`config.mk`:
```
export PLATFORM = sky130hd
export DESIGN_NAME = nest_irq_ctrl
export DESIGN_NICKNAME = d
export VERILOG_FILES = /design/src/rtl/nia_pkg.sv /design/src/rtl/nia_pending.sv /design/src/rtl/nia_arbiter.sv /design/src/rtl/nia_ctx_stack.sv /design/src/rtl/nest_irq_ctrl.sv
export SDC_FILE = /design/constraint.sdc
export NUM_CORES = 1
export LEC_CHECK = 0
export BUFFER_PORTS_ARGS = -buffer_cell sky130_fd_sc_hd__clkbuf_2
export CAP_MARGIN = 20
export CORE_ASPECT_RATIO = 2
export CORE_UTILIZATION = 55
export CTS_CLUSTER_DIAMETER = 80
export DETAILED_ROUTE_END_ITERATION = 8
export PLACE_DENSITY = 0.78
export SLEW_MARGIN = 20
export SYNTH_ARGS = -nofsm -noshare
export SYNTH_HDL_FRONTEND = slang
export SYNTH_SLANG_ARGS = --single-unit
```
`constraint.sdc`:
```
create_clock -name clk -period 7.3 [get_ports clk]
set_input_delay 0.365 -clock clk [delete_from_list [all_inputs] [get_ports clk]]
set_output_delay 0.365 -clock clk [all_outputs]
set_load 0.01 [all_outputs]
```
`src/rtl/nia_pkg.sv`:
```
package nia_pkg;

  typedef enum logic [1:0] {
    SVC_NONE = 2'd0,
    SVC_MASK = 2'd1,
    SVC_SWI  = 2'd2,
    SVC_NMI  = 2'd3
  } svc_e;

  typedef struct packed {
    logic ie;
    logic isp;
    svc_e kind;
  } ctx_t;

  // May a maskable source with the given priority flag be taken now?
  function automatic logic maskable_ok(logic ie_f, logic isp_f, svc_e cur, logic low);
    return ie_f && (cur != SVC_NMI) && (isp_f || !low);
  endfunction

  // Non-maskable and software requests wait only for non-maskable service to end.
  function automatic logic unmaskable_ok(svc_e cur);
    return cur != SVC_NMI;
  endfunction

  // ISP value after a source of this kind/priority is taken.
  function automatic logic isp_after(svc_e kind, logic low);
    return (kind == SVC_MASK) ? low : 1'b1;
  endfunction

endpackage

```
`src/rtl/nia_pending.sv`:
```
module nia_pending #(
  parameter int NUM_SRC = 8
) (
  input  logic               clk,
  input  logic               rst_n,
  input  logic [NUM_SRC-1:0] req_in,
  input  logic               nmi_in,
  input  logic               swi_in,
  input  logic [NUM_SRC-1:0] clr_mask,
  input  logic               clr_nmi,
  input  logic               clr_swi,
  output logic [NUM_SRC-1:0] live_mask,
  output logic               live_nmi,
  output logic               live_swi
);

  logic [NUM_SRC-1:0] pend_q;
  logic               nmi_q;
  logic               swi_q;

  // A request counts in the same cycle it arrives.
  assign live_mask = pend_q | req_in;
  assign live_nmi  = nmi_q | nmi_in;
  assign live_swi  = swi_q | swi_in;

  always_ff @(posedge clk) begin
    if (!rst_n) begin
      pend_q <= '0;
      nmi_q  <= 1'b0;
      swi_q  <= 1'b0;
    end else begin
      pend_q <= live_mask & ~clr_mask;
      nmi_q  <= live_nmi & ~clr_nmi;
      swi_q  <= live_swi & ~clr_swi;
    end
  end

  // a latched request only disappears through an acknowledge clear
  p_hold_pending_r12: assert property (@(posedge clk) disable iff (!rst_n)
    (nmi_q && !clr_nmi) |=> nmi_q);

endmodule

```
`src/rtl/nia_arbiter.sv`:
```
module nia_arbiter
  import nia_pkg::*;
#(
  parameter int NUM_SRC = 8,
  parameter int IDX_W   = $clog2(NUM_SRC + 2)
) (
  input  logic               clk,
  input  logic               rst_n,
  input  logic [NUM_SRC-1:0] live_mask,
  input  logic [NUM_SRC-1:0] src_mask,
  input  logic [NUM_SRC-1:0] src_low,
  input  logic               live_nmi,
  input  logic               live_swi,
  input  logic               ie_f,
  input  logic               isp_f,
  input  svc_e               cur,
  output logic               gnt_valid,
  output svc_e               gnt_kind,
  output logic [IDX_W-1:0]   gnt_idx,
  output logic               gnt_low,
  output logic [NUM_SRC-1:0] gnt_onehot
);

  localparam logic [IDX_W-1:0] SWI_IDX = IDX_W'(NUM_SRC);
  localparam logic [IDX_W-1:0] NMI_IDX = IDX_W'(NUM_SRC + 1);

  logic [NUM_SRC-1:0] elig;
  logic [NUM_SRC-1:0] elig_hi;
  logic [NUM_SRC-1:0] elig_lo;
  logic [NUM_SRC-1:0] pick_set;
  logic [NUM_SRC-1:0] first_hot;
  logic [IDX_W-1:0]   mask_idx;
  logic               nmi_win;
  logic               swi_win;
  logic               mask_win;

  for (genvar g = 0; g < NUM_SRC; g++) begin : g_elig
    assign elig[g] = live_mask[g] && !src_mask[g] &&
                     maskable_ok(ie_f, isp_f, cur, src_low[g]);
  end

  assign elig_hi  = elig & ~src_low;
  assign elig_lo  = elig & src_low;
  assign pick_set = (elig_hi != '0) ? elig_hi : elig_lo;
  assign first_hot = pick_set & (~pick_set + NUM_SRC'(1));

  always_comb begin
    mask_idx = '0;
    for (int i = NUM_SRC - 1; i >= 0; i--) begin
      if (pick_set[i]) mask_idx = IDX_W'(i);
    end
  end

  assign nmi_win  = live_nmi && unmaskable_ok(cur);
  assign swi_win  = !nmi_win && live_swi && unmaskable_ok(cur);
  assign mask_win = !nmi_win && !swi_win && (pick_set != '0);

  always_comb begin
    gnt_valid  = nmi_win || swi_win || mask_win;
    gnt_kind   = SVC_NONE;
    gnt_idx    = '0;
    gnt_low    = 1'b0;
    gnt_onehot = '0;
    if (nmi_win) begin
      gnt_kind = SVC_NMI;
      gnt_idx  = NMI_IDX;
    end else if (swi_win) begin
      gnt_kind = SVC_SWI;
      gnt_idx  = SWI_IDX;
    end else if (mask_win) begin
      gnt_kind   = SVC_MASK;
      gnt_idx    = mask_idx;
      gnt_low    = src_low[mask_idx[$clog2(NUM_SRC > 1 ? NUM_SRC : 2)-1:0]];
      gnt_onehot = first_hot;
    end
  end

  // at most one maskable source is granted
  p_onehot_grant_r7: assert property (@(posedge clk) disable iff (!rst_n)
    $onehot0(gnt_onehot));
  // a low-priority grant is never made over an eligible high-priority source
  p_high_first_r7: assert property (@(posedge clk) disable iff (!rst_n)
    (mask_win && gnt_low) |-> (elig_hi == '0));
  // a granted maskable source is unmasked
  p_unmasked_r6: assert property (@(posedge clk) disable iff (!rst_n)
    $onehot(gnt_onehot) |-> ((gnt_onehot & src_mask) == '0));

endmodule

```
`src/rtl/nia_ctx_stack.sv`:
```
module nia_ctx_stack
  import nia_pkg::*;
#(
  parameter int DEPTH = 4
) (
  input  logic clk,
  input  logic rst_n,
  input  logic push,
  input  ctx_t push_ctx,
  input  logic pop,
  output ctx_t top_ctx,
  output logic empty,
  output logic full
);

  localparam int PTR_W = (DEPTH > 1) ? $clog2(DEPTH) : 1;
  localparam int CNT_W = $clog2(DEPTH + 1);

  ctx_t             frames [DEPTH];
  logic [CNT_W-1:0] cnt_q;

  assign empty   = (cnt_q == '0);
  assign full    = (cnt_q == CNT_W'(DEPTH));
  assign top_ctx = frames[PTR_W'(cnt_q - CNT_W'(1))];

  always_ff @(posedge clk) begin
    if (!rst_n) begin
      cnt_q <= '0;
    end else if (push && !full) begin
      frames[PTR_W'(cnt_q)] <= push_ctx;
      cnt_q <= cnt_q + CNT_W'(1);
    end else if (pop && !empty) begin
      cnt_q <= cnt_q - CNT_W'(1);
    end
  end

  // depth never exceeds the configured number of frames
  p_stack_bound_r11: assert property (@(posedge clk) disable iff (!rst_n)
    cnt_q <= CNT_W'(DEPTH));
  // the controller never pushes into a full stack
  p_no_push_full_r11: assert property (@(posedge clk) disable iff (!rst_n)
    !(push && full));

endmodule

```
`src/rtl/nest_irq_ctrl.sv`:
```
module nest_irq_ctrl
  import nia_pkg::*;
#(
  parameter int NUM_SRC     = 8,
  parameter int STACK_DEPTH = 4,
  parameter int IDX_W       = $clog2(NUM_SRC + 2)
) (
  input  logic               clk,
  input  logic               rst_n,
  input  logic [NUM_SRC-1:0] irq_req,
  input  logic [NUM_SRC-1:0] irq_mask,
  input  logic [NUM_SRC-1:0] irq_low,
  input  logic               nmi_req,
  input  logic               swi_req,
  input  logic               ei,
  input  logic               di,
  input  logic               reti,
  input  logic               boundary,
  output logic               ack,
  output logic [IDX_W-1:0]   ack_idx,
  output logic               ie,
  output logic               isp
);

  logic               ie_q;
  logic               isp_q;
  svc_e               cur_q;
  logic               ack_q;
  logic [IDX_W-1:0]   ack_idx_q;
  logic               skip_q;

  logic [NUM_SRC-1:0] live_mask;
  logic               live_nmi;
  logic               live_swi;
  logic               gnt_valid;
  svc_e               gnt_kind;
  logic [IDX_W-1:0]   gnt_idx;
  logic               gnt_low;
  logic [NUM_SRC-1:0] gnt_onehot;

  ctx_t               stk_top;
  logic               stk_empty;
  logic               stk_full;

  // Named internal events
  logic               blocked;
  logic               take;
  logic               pop_ev;
  logic [NUM_SRC-1:0] clr_mask;
  logic               clr_nmi;
  logic               clr_swi;
  ctx_t               save_ctx;
  logic               top_ie;

  assign blocked  = reti || skip_q || stk_full;
  assign take     = boundary && gnt_valid && !blocked;
  assign pop_ev   = reti && !stk_empty;
  assign clr_mask = take ? gnt_onehot : '0;
  assign clr_nmi  = take && (gnt_kind == SVC_NMI);
  assign clr_swi  = take && (gnt_kind == SVC_SWI);
  assign save_ctx = '{ie: ie_q, isp: isp_q, kind: cur_q};
  assign top_ie   = stk_top.ie;

  nia_pending #(.NUM_SRC(NUM_SRC)) u_pending (
    .clk       (clk),
    .rst_n     (rst_n),
    .req_in    (irq_req),
    .nmi_in    (nmi_req),
    .swi_in    (swi_req),
    .clr_mask  (clr_mask),
    .clr_nmi   (clr_nmi),
    .clr_swi   (clr_swi),
    .live_mask (live_mask),
    .live_nmi  (live_nmi),
    .live_swi  (live_swi)
  );

  nia_arbiter #(.NUM_SRC(NUM_SRC), .IDX_W(IDX_W)) u_arbiter (
    .clk        (clk),
    .rst_n      (rst_n),
    .live_mask  (live_mask),
    .src_mask   (irq_mask),
    .src_low    (irq_low),
    .live_nmi   (live_nmi),
    .live_swi   (live_swi),
    .ie_f       (ie_q),
    .isp_f      (isp_q),
    .cur        (cur_q),
    .gnt_valid  (gnt_valid),
    .gnt_kind   (gnt_kind),
    .gnt_idx    (gnt_idx),
    .gnt_low    (gnt_low),
    .gnt_onehot (gnt_onehot)
  );

  nia_ctx_stack #(.DEPTH(STACK_DEPTH)) u_stack (
    .clk      (clk),
    .rst_n    (rst_n),
    .push     (take),
    .push_ctx (save_ctx),
    .pop      (pop_ev),
    .top_ctx  (stk_top),
    .empty    (stk_empty),
    .full     (stk_full)
  );

  always_ff @(posedge clk) begin
    if (!rst_n) begin
      ie_q      <= 1'b0;
      isp_q     <= 1'b1;
      cur_q     <= SVC_NONE;
      ack_q     <= 1'b0;
      ack_idx_q <= '0;
      skip_q    <= 1'b0;
    end else begin
      ack_q <= take;
      if (take) ack_idx_q <= gnt_idx;

      if (reti && !boundary) skip_q <= 1'b1;
      else if (boundary)     skip_q <= 1'b0;

      if (take)        ie_q <= 1'b0;
      else if (pop_ev) ie_q <= stk_top.ie;
      else if (ei)     ie_q <= 1'b1;
      else if (di)     ie_q <= 1'b0;

      if (take) begin
        isp_q <= isp_after(gnt_kind, gnt_low);
        cur_q <= gnt_kind;
      end else if (pop_ev) begin
        isp_q <= stk_top.isp;
        cur_q <= stk_top.kind;
      end
    end
  end

  assign ack     = ack_q;
  assign ack_idx = ack_idx_q;
  assign ie      = ie_q;
  assign isp     = isp_q;

  // an acknowledge always follows a boundary
  p_ack_after_boundary_r2: assert property (@(posedge clk) disable iff (!rst_n)
    ack |-> $past(boundary));
  // IE is low whenever the acknowledge pulse is seen
  p_ack_clears_ie_r3: assert property (@(posedge clk) disable iff (!rst_n)
    ack |-> !ie);
  // non-maskable service refuses everything
  p_nmi_blocks_r4: assert property (@(posedge clk) disable iff (!rst_n)
    (boundary && cur_q == SVC_NMI) |=> !ack);
  // with ISP=0 no low-priority maskable source is taken
  p_low_refused_r6: assert property (@(posedge clk) disable iff (!rst_n)
    (take && gnt_kind == SVC_MASK && !isp_q) |-> !gnt_low);
  // a return restores the saved IE
  p_restore_ie_r9: assert property (@(posedge clk) disable iff (!rst_n)
    pop_ev |=> (ie == $past(top_ie)));
  // the boundary of a return never acknowledges
  p_reti_quiet_r10: assert property (@(posedge clk) disable iff (!rst_n)
    (boundary && reti) |=> !ack);
  // a full stack refuses all requests
  p_full_holds_r11: assert property (@(posedge clk) disable iff (!rst_n)
    (boundary && stk_full) |=> !ack);

endmodule

```
Word-level counts from Yosys, hierarchy flattened
Memory sizes are Yosys's and may differ from the RTL's.
Cells that the tools add are included.
{ "word_totals": {"regBits": 23, "ram_bits": 16, "input_bits": 32, "out_inout_bits": 7, "elab_cells": 154, "mem_count": 1} }
{ "op_classes": {"add_sub_neg": 3, "n_lt_le_gt_ge": 1, "eq_ne": 5, "mux": 39, "bitwise": 15, "reduce_logical": 80} }
{ "memory_table": {"columns": ["memory", "depth", "width", "read_ports", "rd_clocked_by_memory_dff", "wr", "line", "rtl"], "rows": [
  ["u_stack.frames", 4, 4, 1, 0, 1, "nia_ctx_stack.sv:19", "ctx_t frames [DEPTH];"]
]} }
{ "op_table": {"columns": ["cell", "count"], "rows": [
  ["$mux W8", 5],
  ["$logic_and A1 B1 Y1", 38],
  ["$mux W3", 11],
  ["$and A8 B8 Y8", 4],
  ["$not A8 Y8", 3],
  ["$logic_not A1 Y1", 22],
  ["$mux W1", 16],
  ["$reduce_bool A8 Y1", 2],
  ["$logic_or A1 B1 Y1", 12],
  ["$add A8 B1 Y8 const B", 1],
  ["$mux W2", 4],
  ["$mux W4", 2],
  ["$or A8 B8 Y8", 1],
  ["$reduce_bool A2 Y1", 3],
  ["$eq A2 B2 Y1 const B", 2],
  ["$lt A3 B4 Y1 const B", 1],
  ["$add A3 B1 Y3 const B", 1],
  ["$bmux W1 S3", 1],
  ["$eq A3 B3 Y1 const B", 1],
  ["$logic_not A3 Y1", 1],
  ["$not A1 Y1", 3],
  ["$reduce_bool A3 Y1", 1],
  ["$sub A3 B1 Y3 const B", 1],
  ["$and A1 B1 Y1", 2],
  ["other kinds (4)", 5]
]} }

Depth between registers and ports, before layout
{ "depth": {"depth_word": 22, "depth_mapped": 10} }

By module
A second synthesis with hierarchy kept.
{ "hier_totals": {"cells_unflattened": 242, "area_unflattened_um2": 2404.8} }
{ "by_module_without_submodules": {"columns": ["mod", "n_inst", "cells_each", "area_per_inst_um2", "seq_area_each_um2"], "rows": [
  ["nia_ctx_stack", 1, 55, 875.8, 540.5],
  ["nia_arbiter", 1, 99, 660.6, 0.0],
  ["nest_irq_ctrl", 1, 58, 518.0, 200.2],
  ["nia_pending", 1, 30, 350.3, 200.2]
]} }

Worst setup path after synthesis
No wires, ideal clock.
{ "synth_timing": {"path_kind": "flip-flop to flip-flop", "start": "register u_stack.cnt_q[0]", "end": "memory u_stack.frames[0][0] (netlist bit) (enable)", "setup_time_ps": 309, "t_arrival_ps": 2410, "required_time_ps": 6991, "slack_ps": 4581, "stages_incl_launch_ff": 8, "path_cell_list": "dfxtp_1 > clkbuf_1 > inv_1 > ha_1 > ha_1 > nor4b_1 > o31a_1 > and3_1"} }
{ "synth_via": {"elab_chain_cells": 8, "word_cells_on_any_way": 9} }
{ "synth_rtl": {"columns": ["item", "line", "rtl"], "rows": [
  ["start, declared", "nia_ctx_stack.sv:20", "logic [CNT_W-1:0] cnt_q;"],
  ["start signal, assigned", "nia_ctx_stack.sv:31", "cnt_q <= cnt_q + CNT_W'(1);"],
  ["start signal, assigned", "nia_ctx_stack.sv:33", "cnt_q <= cnt_q - CNT_W'(1);"],
  ["$eq A3 B3 Y1", "nia_ctx_stack.sv:23", "assign full = (cnt_q == CNT_W'(DEPTH));"],
  ["$logic_or A1 B1 Y1", "nest_irq_ctrl.sv:55", "assign blocked = reti || skip_q || stk_full;"],
  ["$logic_not A1 Y1", "nest_irq_ctrl.sv:56", "assign take = boundary && gnt_valid && !blocked;"],
  ["$logic_and A1 B1 Y1", "nest_irq_ctrl.sv:56", null],
  ["$logic_and A1 B1 Y1", "nia_ctx_stack.sv:29", "end else if (push && !full) begin"],
  ["$mux W1", "nia_ctx_stack.sv:29", null],
  ["$mux W1", "nia_ctx_stack.sv:27", "if (!rst_n) begin"],
  ["$mux W1 (implied by the code)", "nia_ctx_stack.sv:30", "frames[PTR_W'(cnt_q)] <= push_ctx;"],
  ["end, declared", "nia_ctx_stack.sv:19", null]
]} }
Several ways; a longest one is shown, not always the timed one.

Worst setup path in the final report
{ "layout_timing": {"start": "register u_stack.cnt_q[0]", "end": "memory u_stack.frames[3][0] (netlist bit) (enable)"} }
Same word-level chain as after synthesis.

==> impl_metrics.env <==
export IMPL_max_vdd_ir_drop_mv=0.191
export IMPL_core_um2=3840
export IMPL_totalWireLength_mm=5.99
export IMPL_min_period_ns=3.11
export IMPL_row_count=32
export IMPL_arrival_ns=3.10
export IMPL_synthTopCellsByCount="26 x nor2_1, 23 x dfxtp_1, 21 x a21oi_1"
export IMPL_path_buf_inv=1
export IMPL_worstHoldPathCells=2
export IMPL_critPathLaunch="u_stack.cnt_q[0]"
export IMPL_finClkSkew_ns=0.00783
export IMPL_numCtsBuffers=5
export IMPL_r2r_end="u_stack.frames[3][0]"
export IMPL_synthTopCellsByArea="edfxtp_1 22%, dfxtp_1 21%, a21oi_1 4.8%"
export IMPL_yosysWarnings=0
export IMPL_die_w_um=46.6
export IMPL_initial_core_util_pct=56.9
export IMPL_syn_avg_cell_area_um2=9.73
export IMPL_fmax_mhz=322
export IMPL_syn_instance_count=225
export IMPL_r2r_start="u_stack.cnt_q[0]"
export IMPL_slew_violations=0
export IMPL_async_flop_share_pct=0
export IMPL_cap_violations=0
export IMPL_dieArea_um2=4250
export IMPL_critical_path_max_fanout=9
export IMPL_relSlewSlack_pct=32.5
export IMPL_io_buffers=38
export IMPL_instances_no_fill=315
export IMPL_vias=1979
export IMPL_cts_root_buf="clkbuf_8"
export IMPL_ctsResizeCount=0
export IMPL_yosys_area_top_type="edfxtp_1"
export IMPL_setup_viol=0
export IMPL_end_kind="flop"
export IMPL_n_antenna_cell=0
export IMPL_fin_util_pct=65.7
export IMPL_slowest_stage="nor4b_1"
export IMPL_dr_pass1_iters=4
export IMPL_grt_overflow_total=0
export IMPL_cp_cell_sequence="inv_1 > ha_1 > ha_1 > nor4b_1 > o31a_1 > and3_1"
export IMPL_power_leakage_nw=0.998
export IMPL_cpMostUsedCell="ha_1"
export IMPL_period_share_pct=42.6
export IMPL_io_pins=39
export IMPL_ctsHoldBuffers=0
export IMPL_synth_cell_types=59
export IMPL_tightestPinTransition_ns=0.999
export IMPL_post_cts_buffers=0
export IMPL_nFillCells=351
export IMPL_antenna_found_initial=0
export IMPL_fin_tns_setup_ns=0
export IMPL_drive_gt1_share_pct=25.8
export IMPL_place_hpwl_mm=4.81
export IMPL_start_kind="flop"
export IMPL_fin_nets=301
export IMPL_setup_worst_path_class="flop to flop"
export IMPL_synth_edf_count=16
export IMPL_clock_latency_ns=0.30
export IMPL_p_per_area_nw_per_um2=287
export IMPL_cts_sinks=39
export IMPL_outcome="complete, no violations"
export IMPL_min_to="skip_q"
export IMPL_critPathRequiredTime_ns=7.29
export IMPL_grt_util_all_layers_pct=31.9
export IMPL_hold_violations=0
export IMPL_drc=0
export IMPL_yosysMostFrequentCell="nor2_1"
export IMPL_cts_clk_slew_worst_paths_ns=0.07
export IMPL_grt_pass1_vias=2090
export IMPL_grt_pass1_wl_mm=9.45
export IMPL_yosys_area_top_type_share_pct=22.0
export IMPL_syn_cell_area_um2=2190
export IMPL_routabilityCongestion=0.973
export IMPL_drt_iter0_markers=81
export IMPL_hold_path_class="input port to flop"
export IMPL_worst_r2r_path_depth=6
export IMPL_yosys_most_used_dff="dfxtp_1"
export IMPL_viasPerCell=6.28
export IMPL_wl_per_cell_um=19.0
export IMPL_die_y_um=91.2
export IMPL_clock_path_buffers=2
export IMPL_antenna_left=0
export IMPL_cpPeakStageDelay_ns=0.82
export IMPL_rsz0062_at_grt="no"
export IMPL_syn_nets=263
export IMPL_dp_cells=307
export IMPL_grt_max_degree=15
export IMPL_synth_seq_area_share_pct=43.0
export IMPL_area_growth_pct=15.4
export IMPL_min_from="boundary"
export IMPL_rrSetupSlack_ns=4.19
export IMPL_tritoncts="yes"
export IMPL_synth_seq_cells=39
export IMPL_h_tree_depth=2
export IMPL_crit_family="simple AND/OR/NAND/NOR gates"
per-stage QoR:
step	cell area [um^2]	hold WS (ns)	worst slack (ns)	total power [mW]
floorplan	2190	0.444	4.58	0.469
global placement	2410	0.443	4.28	0.539
detailed placement	2410	0.475	4.19	0.546
CTS	2530	0.247	4.18	0.723
global route	2530	0.249	3.96	0.762
finish	2530	0.247	4.19	0.726
state kept, by name (all words and copies together), names as in the netlist:
name / cells
u_stack.frames: 16
u_pending.pend_q: 8
ack_idx: 4
u_stack.cnt_q: 3
cur_q: 2
ack: 1
ie: 1
isp: 1
skip_q: 1
u_pending.nmi_q: 1
u_pending.swi_q: 1
worst register-to-register path, stage by stage (launching register included):
cell and delay [ns]:
dfxtp_1 0.57, inv_1 0.16, ha_1 0.27, ha_1 0.22
nor4b_1 0.82, o31a_1 0.45, and3_1 0.32
power by group:
part           leakage, nW  switching, mW  internal (mW)
logic                0.606          0.153          0.102
registers            0.334         0.0332          0.257
clock network       0.0581         0.0785          0.102
total                0.998          0.265          0.461
routing by layer:
metal,global-route usage (%),wire length (um),vias to the layer above
met3,4.57,193,28
met5,0,0,-
li1,-,-,939
met1,26.4,1820,939
met2,59.0,3590,73
met4,24.0,382,0
cell families (layout without fill, tap and decap cells):
family,count (synthesis),in the layout,synth area share [%]
compound gates,84,84,28.8
mux,4,4,4.12
buf+inv,16,55,2.86
flops,39,39,43.0
fa+ha+maj,6,6,3.43
xor+xnor,1,1,0.400
simple gates,75,75,17.4
cells in the final DEF, fill, tap and decap left out, types with 2 or more instances in the layout:
master,netlist,final
clkbuf_8,0,5
nand2_1,17,17
o21bai_4,2,2
o32ai_2,3,3
o211ai_1,3,3
a211oi_1,2,2
o21bai_2,2,2
inv_1,9,9
dfxtp_1,23,23
ha_1,6,6
mux4_2,4,4
nor2_1,26,26
a21oi_1,21,21
clkbuf_2,0,38
a31oi_1,6,6
o21ai_0,19,19
edfxtp_1,16,16
and3_1,6,6
a311oi_1,2,2
nand3_1,7,7
nor4b_1,2,2
nor3_1,6,6
how the worst max path moves through the flow:
stage | to | depth (start not counted)
after floorplan | u_stack.frames[0][0] | 7
after global placement | isp | 9
after detailed placement | u_stack.frames[0][3] | 6
after CTS | u_stack.frames[0][1] | 6
after global routing | u_stack.frames[2][3] | 6
final | u_stack.frames[3][0] | 6
final cells by class:
class | instances | area, um^2 | share of cell area [%]
multi-input cells | 170 | 1180 | 46.9
flip-flops and latches | 39 | 941 | 37.2
repair buffers | 38 | 190 | 7.53
clock buffers | 5 | 68.8 | 2.72
well taps | 51 | 63.8 | 2.53
clock inverters | 3 | 43.8 | 1.73
inverters | 9 | 33.8 | 1.34
Power figures use the tool's default switching activity.
